## config.mk

```make
export PLATFORM = sky130hd
export DESIGN_NAME = nvm_write_seq
export DESIGN_NICKNAME = d
export VERILOG_FILES = /design/src/rtl/nvm_wr_pkg.sv /design/src/rtl/nvm_wait_timer.sv /design/src/rtl/nvm_prot_check.sv /design/src/rtl/nvm_addr_gen.sv /design/src/rtl/nvm_write_seq.sv
export SDC_FILE = /design/constraint.sdc
export NUM_CORES = 1
export LEC_CHECK = 0
export BUFFER_PORTS_ARGS = -buffer_cell sky130_fd_sc_hd__buf_4
export CORE_ASPECT_RATIO = 1.25
export CORE_MARGIN = 1.5
export CORE_UTILIZATION = 35
export DETAILED_ROUTE_END_ITERATION = 8
export GPL_ROUTABILITY_DRIVEN = 0
export MAX_ROUTING_LAYER = met4
export PLACE_DENSITY_LB_ADDON = 0.1
export SLEW_MARGIN = 25
export SYNTH_ARGS = -nofsm -noshare
export SYNTH_HDL_FRONTEND = slang
export SYNTH_HIERARCHICAL = 1
export SYNTH_SLANG_ARGS = --single-unit
```

## constraint.sdc

```tcl
create_clock -name clk -period 3.7 [get_ports clk]
set_input_delay 0.37 -clock clk [delete_from_list [all_inputs] [get_ports clk]]
set_output_delay 0.37 -clock clk [all_outputs]
set_load 0.02 [all_outputs]
```

## src/rtl/nvm_wr_pkg.sv

```systemverilog
package nvm_wr_pkg;

   typedef enum logic [1:0] {
      WS_IDLE   = 2'd0,
      WS_WAIT   = 2'd1,
      WS_COMMIT = 2'd2
   } wr_state_e;

   typedef enum logic {
      WM_BYTE  = 1'b0,
      WM_BLOCK = 1'b1
   } wr_mode_e;

   // Wait length in clock cycles for a duration in microseconds.
   function automatic int unsigned wait_cycles(input int unsigned khz,
                                               input int unsigned us);
      return (khz * us) / 1000;
   endfunction

endpackage

```

## src/rtl/nvm_wait_timer.sv

```systemverilog
module nvm_wait_timer #(
   parameter int unsigned CYCLES = 16
) (
   input  logic clk,
   input  logic rst_n,
   input  logic load,
   input  logic run,
   output logic done
);
   localparam int unsigned CW = (CYCLES > 1) ? $clog2(CYCLES) : 1;
   localparam logic [CW-1:0] LOAD_VAL = CW'(CYCLES - 1);

   if (CYCLES < 1) begin : g_bad_cycles
      $error("nvm_wait_timer: CYCLES must be at least 1");
   end

   logic [CW-1:0] cnt_q;

   always_ff @(posedge clk or negedge rst_n) begin
      if (!rst_n) begin
         cnt_q <= '0;
      end else if (load) begin
         cnt_q <= LOAD_VAL;
      end else if (run && (cnt_q != '0)) begin
         cnt_q <= cnt_q - 1'b1;
      end
   end

   assign done = run && (cnt_q == '0);


   cnt_range_chk: assert property (@(posedge clk) disable iff (!rst_n)
      cnt_q <= LOAD_VAL);


   cnt_step_chk: assert property (@(posedge clk) disable iff (!rst_n)
      (run && !load && $past(run) && !$past(load) && ($past(cnt_q) != '0))
         |-> (cnt_q == $past(cnt_q) - 1'b1));

endmodule

```

## src/rtl/nvm_prot_check.sv

```systemverilog
module nvm_prot_check #(
   parameter int unsigned PG_W = 5
) (
   input  logic [PG_W-1:0] page,
   input  logic [PG_W-1:0] lock_pg,
   input  logic [PG_W-1:0] unlock_pg,
   input  logic            bypass,
   output logic            blocked
);
   if (PG_W < 1) begin : g_bad_pg
      $error("nvm_prot_check: PG_W must be at least 1");
   end

   logic win_open;
   logic above_lo;
   logic below_hi;

   always_comb begin
      win_open = (lock_pg < unlock_pg);
      above_lo = (page >= lock_pg);
      below_hi = (page < unlock_pg);
      blocked  = win_open && above_lo && below_hi && !bypass;
   end

endmodule

```

## src/rtl/nvm_addr_gen.sv

```systemverilog
module nvm_addr_gen #(
   parameter int unsigned PG_W  = 5,
   parameter int unsigned OFS_W = 8,
   parameter int unsigned BLK_W = 5
) (
   input  logic [PG_W-1:0]            page,
   input  logic                       is_blk,
   input  logic [OFS_W-1:0]           ofs,
   input  logic [OFS_W-BLK_W-1:0]     blk_sel,
   input  logic [BLK_W-1:0]           beat,
   output logic [PG_W+OFS_W-1:0]      addr
);
   if (BLK_W >= OFS_W) begin : g_bad_blk
      $error("nvm_addr_gen: a block must be smaller than a page");
   end

   logic [OFS_W-1:0] blk_ofs;
   assign blk_ofs = {blk_sel, beat};
   assign addr    = {page, (is_blk ? blk_ofs : ofs)};

endmodule

```

## src/rtl/nvm_write_seq.sv

```systemverilog
module nvm_write_seq
   import nvm_wr_pkg::*;
#(
   parameter int unsigned PG_W     = 5,
   parameter int unsigned OFS_W    = 8,
   parameter int unsigned BLK_W    = 5,
   parameter int unsigned BIDX_W   = 8,
   parameter int unsigned DW       = 8,
   parameter int unsigned CLK_KHZ  = 50000,
   parameter int unsigned WRITE_US = 4500
) (
   input  logic                  clk,
   input  logic                  rst_n,
   input  logic                  pg_set,
   input  logic [PG_W-1:0]       pg_num,
   input  logic                  byte_go,
   input  logic [OFS_W-1:0]      byte_ofs,
   input  logic [DW-1:0]         byte_data,
   input  logic                  blk_go,
   input  logic [BIDX_W-1:0]     blk_idx,
   input  logic                  irq_req,
   input  logic                  ext_prog_mode,
   input  logic [PG_W-1:0]       lock_pg,
   input  logic [PG_W-1:0]       unlock_pg,
   output logic [BLK_W-1:0]      rf_addr,
   input  logic [DW-1:0]         rf_rdata,
   output logic                  mem_we,
   output logic [PG_W+OFS_W-1:0] mem_addr,
   output logic [DW-1:0]         mem_wdata,
   output logic                  cpu_stall,
   output logic                  busy,
   output logic                  st_abort,
   output logic                  st_prot
);
   localparam int unsigned ADDR_W     = PG_W + OFS_W;
   localparam int unsigned SEL_W      = OFS_W - BLK_W;
   localparam int unsigned BLK_BYTES  = 1 << BLK_W;
   localparam int unsigned BLKS_PG    = 1 << SEL_W;
   localparam int unsigned WAIT       = wait_cycles(CLK_KHZ, WRITE_US);
   localparam logic [BLK_W:0] LAST_BEAT = (BLK_W+1)'(BLK_BYTES);

   if (WAIT < 1) begin : g_bad_wait
      $error("nvm_write_seq: CLK_KHZ*WRITE_US must give at least one cycle");
   end
   if (BLK_W >= OFS_W) begin : g_bad_geom
      $error("nvm_write_seq: BLK_W must be below OFS_W");
   end
   if (BIDX_W < SEL_W) begin : g_bad_bidx
      $error("nvm_write_seq: BIDX_W too narrow for the block select");
   end

   wr_state_e         state_q;
   wr_mode_e          mode_q;
   logic [PG_W-1:0]   page_q;
   logic [OFS_W-1:0]  ofs_q;
   logic [DW-1:0]     data_q;
   logic [SEL_W-1:0]  blk_q;
   logic [BLK_W:0]    beat_q;
   logic              abort_q;
   logic              prot_q;

   logic              go_any;
   logic              blocked;
   logic              accept;
   logic              tmr_done;
   logic [SEL_W-1:0]  blk_trunc;
   logic [BLK_W-1:0]  wr_beat;

   assign go_any    = byte_go || blk_go;
   assign accept    = (state_q == WS_IDLE) && go_any && !blocked;
   assign blk_trunc = SEL_W'(blk_idx % BIDX_W'(BLKS_PG));
   assign wr_beat   = BLK_W'(beat_q - 1'b1);

   nvm_prot_check #(.PG_W(PG_W)) u_prot (
      .page      (page_q),
      .lock_pg   (lock_pg),
      .unlock_pg (unlock_pg),
      .bypass    (ext_prog_mode),
      .blocked   (blocked)
   );

   nvm_wait_timer #(.CYCLES(WAIT)) u_timer (
      .clk   (clk),
      .rst_n (rst_n),
      .load  (accept),
      .run   (state_q == WS_WAIT),
      .done  (tmr_done)
   );

   nvm_addr_gen #(.PG_W(PG_W), .OFS_W(OFS_W), .BLK_W(BLK_W)) u_addr (
      .page    (page_q),
      .is_blk  (mode_q == WM_BLOCK),
      .ofs     (ofs_q),
      .blk_sel (blk_q),
      .beat    (wr_beat),
      .addr    (mem_addr)
   );

   always_ff @(posedge clk or negedge rst_n) begin
      if (!rst_n) begin
         state_q <= WS_IDLE;
         mode_q  <= WM_BYTE;
         page_q  <= '0;
         ofs_q   <= '0;
         data_q  <= '0;
         blk_q   <= '0;
         beat_q  <= '0;
         abort_q <= 1'b0;
         prot_q  <= 1'b0;
      end else begin
         case (state_q)
            WS_IDLE: begin
               if (go_any) begin
                  abort_q <= 1'b0;
                  prot_q  <= blocked;
                  if (!blocked) begin
                     state_q <= WS_WAIT;
                     mode_q  <= byte_go ? WM_BYTE : WM_BLOCK;
                     ofs_q   <= byte_ofs;
                     data_q  <= byte_data;
                     blk_q   <= blk_trunc;
                  end
               end else if (pg_set) begin
                  page_q <= pg_num;
               end
            end
            WS_WAIT: begin
               if (irq_req) begin
                  state_q <= WS_IDLE;
                  abort_q <= 1'b1;
               end else if (tmr_done) begin
                  state_q <= WS_COMMIT;
                  beat_q  <= '0;
               end
            end
            WS_COMMIT: begin
               if (irq_req) begin
                  state_q <= WS_IDLE;
                  abort_q <= 1'b1;
               end else if ((mode_q == WM_BYTE) || (beat_q == LAST_BEAT)) begin
                  state_q <= WS_IDLE;
               end else begin
                  beat_q <= beat_q + 1'b1;
               end
            end
            default: state_q <= WS_IDLE;
         endcase
      end
   end

   assign busy      = (state_q != WS_IDLE);
   assign cpu_stall = busy;
   assign st_abort  = abort_q;
   assign st_prot   = prot_q;
   assign rf_addr   = beat_q[BLK_W-1:0];
   assign mem_we    = (state_q == WS_COMMIT) &&
                      ((mode_q == WM_BYTE) || (beat_q != '0));
   assign mem_wdata = (mode_q == WM_BYTE) ? data_q : rf_rdata;


   abort_src_chk: assert property (@(posedge clk) disable iff (!rst_n)
      $rose(st_abort) |-> ($past(busy) && $past(irq_req)));


   prot_gate_chk: assert property (@(posedge clk) disable iff (!rst_n)
      $rose(busy) |-> ($past(ext_prog_mode) || !$past(blocked)));


   page_hold_chk: assert property (@(posedge clk) disable iff (!rst_n)
      (busy && $past(busy)) |-> $stable(page_q));


   done_write_chk: assert property (@(posedge clk) disable iff (!rst_n)
      ($fell(busy) && !$past(irq_req)) |-> $past(mem_we));


   addr_step_chk: assert property (@(posedge clk) disable iff (!rst_n)
      (mem_we && (mode_q == WM_BLOCK) && $past(mem_we))
         |-> (mem_addr == $past(mem_addr) + ADDR_W'(1)));


   no_write_idle_chk: assert property (@(posedge clk) disable iff (!rst_n)
      !busy |-> !mem_we);

endmodule

```

==> reports/results.ini, run 1 <==
[sta]
setup_ws_ps=677
fmax_ghz=0.331
fin_crit_sh_pct=81.7
maxSlewViolCount=0
fin_tns_setup_ps=0
worst_clock_skew_ps=3.61
finalSetupViolations=0
rsz0062_at_grt=no
worst_slew_pin_slew_ps=691
hold_viol_final=0
period_minus_slack_ps=3020
relSlewSlack_pct=53.9

[logic_synthesis]
syn_nets=399
synth_area_per_cell_sq_um=10.5
synth_flop_cell=dfrtp_1
synth_cells=325
synthArstFlopShare_pct=100
ys_seq_area_share_pct=39.0
synth_edf_count=0
synth_cell_type_count=65
synth.cell_area_sq_mm=0.00340
synth_seq_cells=53
yosys_warnings=6

[route]
antenna_left=0
wl_per_cell_um=14.5
avgViaCountPerCell=5.11
vias=2663
firstDrtPassIters=4
dr.first_iter.drc_count=89
drt_wl_total_um=7540
drc=0

[placed_design]
port_buffers=79
dp_slack_ps=700
dp.cells=514
dp.final_hpwl_um=5660

[clocking]
h-tree-depth=2
cts-buffers-inserted=5
clkLatencyLatePin_ps=290
ctsHoldBuffers=0
cts_tree=done
cts.path.max_buffers=2
path_clk_slew_ps=60
post_cts_resized=0
cts_setup_buffers=0
ctsRootBufferMaster=clkbuf_16
clkSinkCount=53

[finish]
layout_common_cells=buf_4 (86), dfrtp_1 (53), mux2_2 (30), inv_1 (23), ha_1 (20)
nFillCells=926
final_common_cell=buf_4
num_antenna_cells=0
area_delta_synth_final_pct=23.5
nets=469
fin_util_pct=44.0
final_layout_size_suffix_gt1_share_pct=37.2
layout.cells.non_filler=521

[setup_path]
cp_num_buf_inv=2
path_class=reg -> reg
path_cells=inv_1, ha_1, nor4b_1, nand4_1, buf_4, nor3_1, nor2b_4, or4_4, a2111o_1, nand3_1
path_max_fanout=9
end_kind=flip-flop
required_ps=3930
cp_slowest_cell=or4_4
slowest_delay_ps=570
critical-path-top-delay-family=simple AND/OR/NAND/NOR gates
cp_data_arrival_time_ps=3250
start_kind=flip-flop

[global_routing]
antenna_found_initial=0
grt_usage_pct=15.5
gr-total-overflow=0
grt_pass1_wl_um=12600
grt_pass1_vias=2575
grt_max_degree=54

[pwr]
p_per_area_mw_per_mm2=743
p_leak_nw=1.85
ir_worst_vdd_uv=228

[run_status]
status=finished, final reports clean

[floorplan]
die_area_sq_mm=0.0103
core_region_area_sq_mm=0.00956
io_pins=85
initial_utilization_pct=35.6
rows=40
fp.dieW_um=91.2
die_h_um=113

[run]
max-cap-violations=0

[hold_path]
hp-class=in -> async

==> registers in the layout, summed over array words and instances, names as in the netlist <==
| signal | count |
|---|---|
| mode_q | 1 |
| st_prot | 1 |
| ofs_q | 8 |
| data_q | 8 |
| blk_q | 3 |
| st_abort | 1 |
| page_q | 5 |
| state_q | 2 |
| beat_q | 6 |
| u_timer/cnt_q | 18 |
==> metrics by stage <==
step	hold WS [ps]	power, mW	area, sq um
after floorplan	74.4	2.19	3400
after global placement	471	2.67	4060
after detailed placement	477	2.69	4060
after CTS	150	3.17	4200
after global routing	171	3.35	4200
final	110	3.12	4200
==> worst paths after layout <==
| kind | from | to | slack, ps | cells past startpoint |
|---|---|---|---|---|
| worst max-delay path | u_timer/cnt_q[0] | beat_q[1] | 680 | 10 |
| max in group asynchronous | rst_n | beat_q[3] | 3120 | 1 |
| min in group clk | byte_go | mode_q | 280 | 2 |
| worst max register to register | u_timer/cnt_q[0] | beat_q[1] | 680 | 10 |
| worst min register to register | blk_q[1] | blk_q[1] | 490 | 1 |
| worst min-delay path | rst_n | page_q[1] | 110 | 1 |
==> synth_stat cells, drive strengths merged, types with 2 or more instances <==
cell | number | area [sq um]
or4b | 4 | 43.8
a211o | 4 | 35.0
dfrtp | 53 | 1330
ha | 20 | 250
or2 | 2 | 15.0
inv | 23 | 86.3
nor3 | 9 | 50.1
o22ai | 2 | 12.5
o221ai | 2 | 17.5
or2b | 2 | 15.0
buf | 17 | 121
mux2i | 5 | 50.1
a21oi | 15 | 75.1
or3 | 4 | 26.3
a31oi | 3 | 18.8
nor4b | 3 | 41.3
nor2 | 18 | 72.6
nand2 | 16 | 60.1
mux2 | 41 | 492
o31ai | 3 | 22.5
clkbuf | 5 | 18.8
nand2b | 2 | 12.5
o21ai | 10 | 50.1
a22o | 2 | 17.5
nand4 | 7 | 43.8
nor4 | 6 | 50.0
and3 | 3 | 18.8
nor2b | 5 | 41.3
or4 | 7 | 60.1
xor2 | 2 | 17.5
a211oi | 3 | 22.5
nand3 | 9 | 45.0
==> kinds of logic (layout without fill, tap and decap cells) <==
| group | Yosys count | count (layout) | synth area share [%] |
|---|---|---|---|
| and+or+nand+nor | 101 | 101 | 18.6 |
| adders and majority gates | 20 | 20 | 7.35 |
| DFF | 53 | 53 | 39.0 |
| muxes | 46 | 46 | 15.9 |
| buffers and inverters | 46 | 116 | 7.02 |
| AOI/OAI and AO/OA | 56 | 56 | 11.4 |
| xor gates and xnor gates | 3 | 3 | 0.772 |
==> power breakdown <==
group / internal, mW / leakage, nW / switching, mW / total, mW
logic: 0.851 / 1.16 / 0.835 / 1.69
registers: 0.781 / 0.615 / 0.188 / 0.968
clock network: 0.266 / 0.0700 / 0.200 / 0.466
==> cell type report <==
class | count | area, sq um | area share (%)
multi-input combinational | 226 | 1840 | 43.9
sequential | 53 | 1330 | 31.6
timing repair buffer | 86 | 646 | 15.4
tap | 126 | 158 | 3.75
clock buffer | 7 | 143 | 3.39
inverter | 23 | 86.3 | 2.05
==> routing by layer <==
layer	vias up	track usage, %	share of wire, %
met3	8	2.69	3.0
met5	-	-	0
li1	1324	-	-
met1	1293	19.3	46
met2	38	25.3	50
met4	0	5.52	1.3
Power figures use the tool's default switching activity.
==> run 2, diff against run 1 <==
==> constraint.sdc (replaced) <==
create_clock -name clk -period 3 [get_ports clk]
set_input_delay 0.3 -clock clk [delete_from_list [all_inputs] [get_ports clk]]
set_output_delay 0.3 -clock clk [all_outputs]
set_load 0.02 [all_outputs]
==> run 2 against run 1 <==
- clock-buffer cell count is 1 lower
- global-route usage is 0.059 points lower
- clock skew is 3.6 ps higher
- core utilization is 0.37 points higher
- setup slack worse by 410 ps
- sequential power is 24% higher
- critical path depth is 1 lower
- critical path type unchanged
- fmax is 11% higher
- register-to-register slack worse by 410 ps
- die area stayed put
==> reports/results.ini, run 2 (same netlist as run 1, synthesis figures left out) <==
[run_status]
status=finished, final reports clean

[route]
vias=2718
wl_per_cell_um=14.1
firstDrtPassIters=4
avgViaCountPerCell=5.19
antenna_left=0
dr.first_iter.drc_count=78
drt_wl_total_um=7410
drc=0

[sta]
worst_slew_pin_slew_ps=691
maxSlewViolCount=0
fmax_ghz=0.366
rsz0062_at_grt=no
hold_viol_final=0
finalSetupViolations=0
fin_tns_setup_ps=0
period_minus_slack_ps=2730
worst_clock_skew_ps=7.22
fin_crit_sh_pct=91.0
relSlewSlack_pct=53.9

[pwr]
ir_worst_vdd_uv=278
p_per_area_mw_per_mm2=913
p_leak_nw=1.86

[placed_design]
dp.cells=516
port_buffers=79
dp.final_hpwl_um=5530

[setup_path]
cp_data_arrival_time_ps=2960
start_kind=flip-flop
r2r_start=u_timer/cnt_q[0]
critical-path-top-delay-family=simple AND/OR/NAND/NOR gates
cp_num_buf_inv=1
cp-startpoint=u_timer/cnt_q[0]
end_kind=flip-flop
cp_slowest_cell=or4_4
r2r_cells=9
path_cells=inv_1, ha_1, nor4b_2, nand4_1, nor3_2, nor2b_4, or4_4, a2111o_1, nand3_1
slowest_delay_ps=550
regToRegEndpoint=beat_q[1]
ff2ff_setup_slack_ps=270
path_max_fanout=6
crit_end=beat_q[1]
path_class=reg -> reg
worst-path-stages=9
required_ps=3230

[floorplan]
initial_utilization_pct=35.6
core_region_area_sq_mm=0.00956
die_area_sq_mm=0.0103
fp.dieW_um=91.2
io_pins=85
rows=40
die_h_um=113

[global_routing]
antenna_found_initial=0
grt_usage_pct=15.4
gr-total-overflow=0
grt_pass1_wl_um=12500
grt_pass1_vias=2609
grt_max_degree=54

[finish]
num_antenna_cells=0
nets=471
area_delta_synth_final_pct=24.5
nFillCells=910
largest-register=u_timer/cnt_q
largest_reg_flops=18
layout_common_cells=buf_4 (87), dfrtp_1 (53), mux2_2 (30), inv_1 (23), ha_1 (20)
top_regs=u_timer/cnt_q (18), data_q (8), ofs_q (8)
final_common_cell=buf_4
final_layout_size_suffix_gt1_share_pct=38.2
layout.cells.non_filler=524

[clocking]
cts-buffers-inserted=5
h-tree-depth=2
cts_tree=done
ctsHoldBuffers=0
clkLatencyLatePin_ps=290
cts.path.max_buffers=2
ctsRootBufferMaster=clkbuf_16
path_clk_slew_ps=70
clkSinkCount=53

[hold_path]
hp-class=in -> async

[run]
max-cap-violations=0

run 2: report_power, final:
part / internal (mW) / switching [mW]
sequential: 0.962 / 0.234
combinational: 1.08 / 1.03
clock: 0.307 / 0.257
run 2: worst min-delay path by stage:
| stage | startpoint | cells after the start | slack [ps] | end |
|---|---|---|---|---|
| floorplan | rst_n | 0 | 4 | beat_q[0] |
| global placement | rst_n | 1 | 400 | page_q[1] |
| detailed placement | rst_n | 1 | 400 | page_q[1] |
| CTS | rst_n | 1 | 80 | page_q[1] |
| global route | rst_n | 1 | 110 | page_q[1] |
| finish | rst_n | 1 | 30 | page_q[1] |
run 2: through the flow:
stage / power [mW] / hold slack [ps] / instance area, sq um / setup WS [ps] / utilization [%]
final: 3.87 / 29.2 / 4240 / 270 / 44.3
after global routing: 4.16 / 112 / 4240 / 69.6 / 44.3
after CTS: 3.93 / 79.4 / 4230 / 48.6 / 44.2
after detailed placement: 3.34 / 398 / 4090 / 73.5 / 42.7
after global placement: 3.31 / 402 / 4090 / 110 / 42.7
after floorplan: 2.70 / 4.41 / 3400 / 248 / -
run 2: layer usage:
layer / track usage (%) / wire (um)
met1: 18.0 / 3250
met2: 26.6 / 3760
met3: 2.76 / 266
met4: 5.42 / 133
met5: - / 0
run 2: cell type report:
type | instances | area, sq um | share of cell area, %
inverters | 23 | 86.3 | 2.04
multi-input cells | 226 | 1850 | 43.8
repair buffers | 88 | 673 | 15.9
clock buffers | 6 | 129 | 3.04
well taps | 126 | 158 | 3.72
flip-flops and latches | 53 | 1330 | 31.3
clock inverters | 2 | 10.0 | 0.236
run 2: timing repair:
action	CTS	global route
gates resized for setup	0	2
setup endpoints to repair	0	4
buffers inserted	0	0
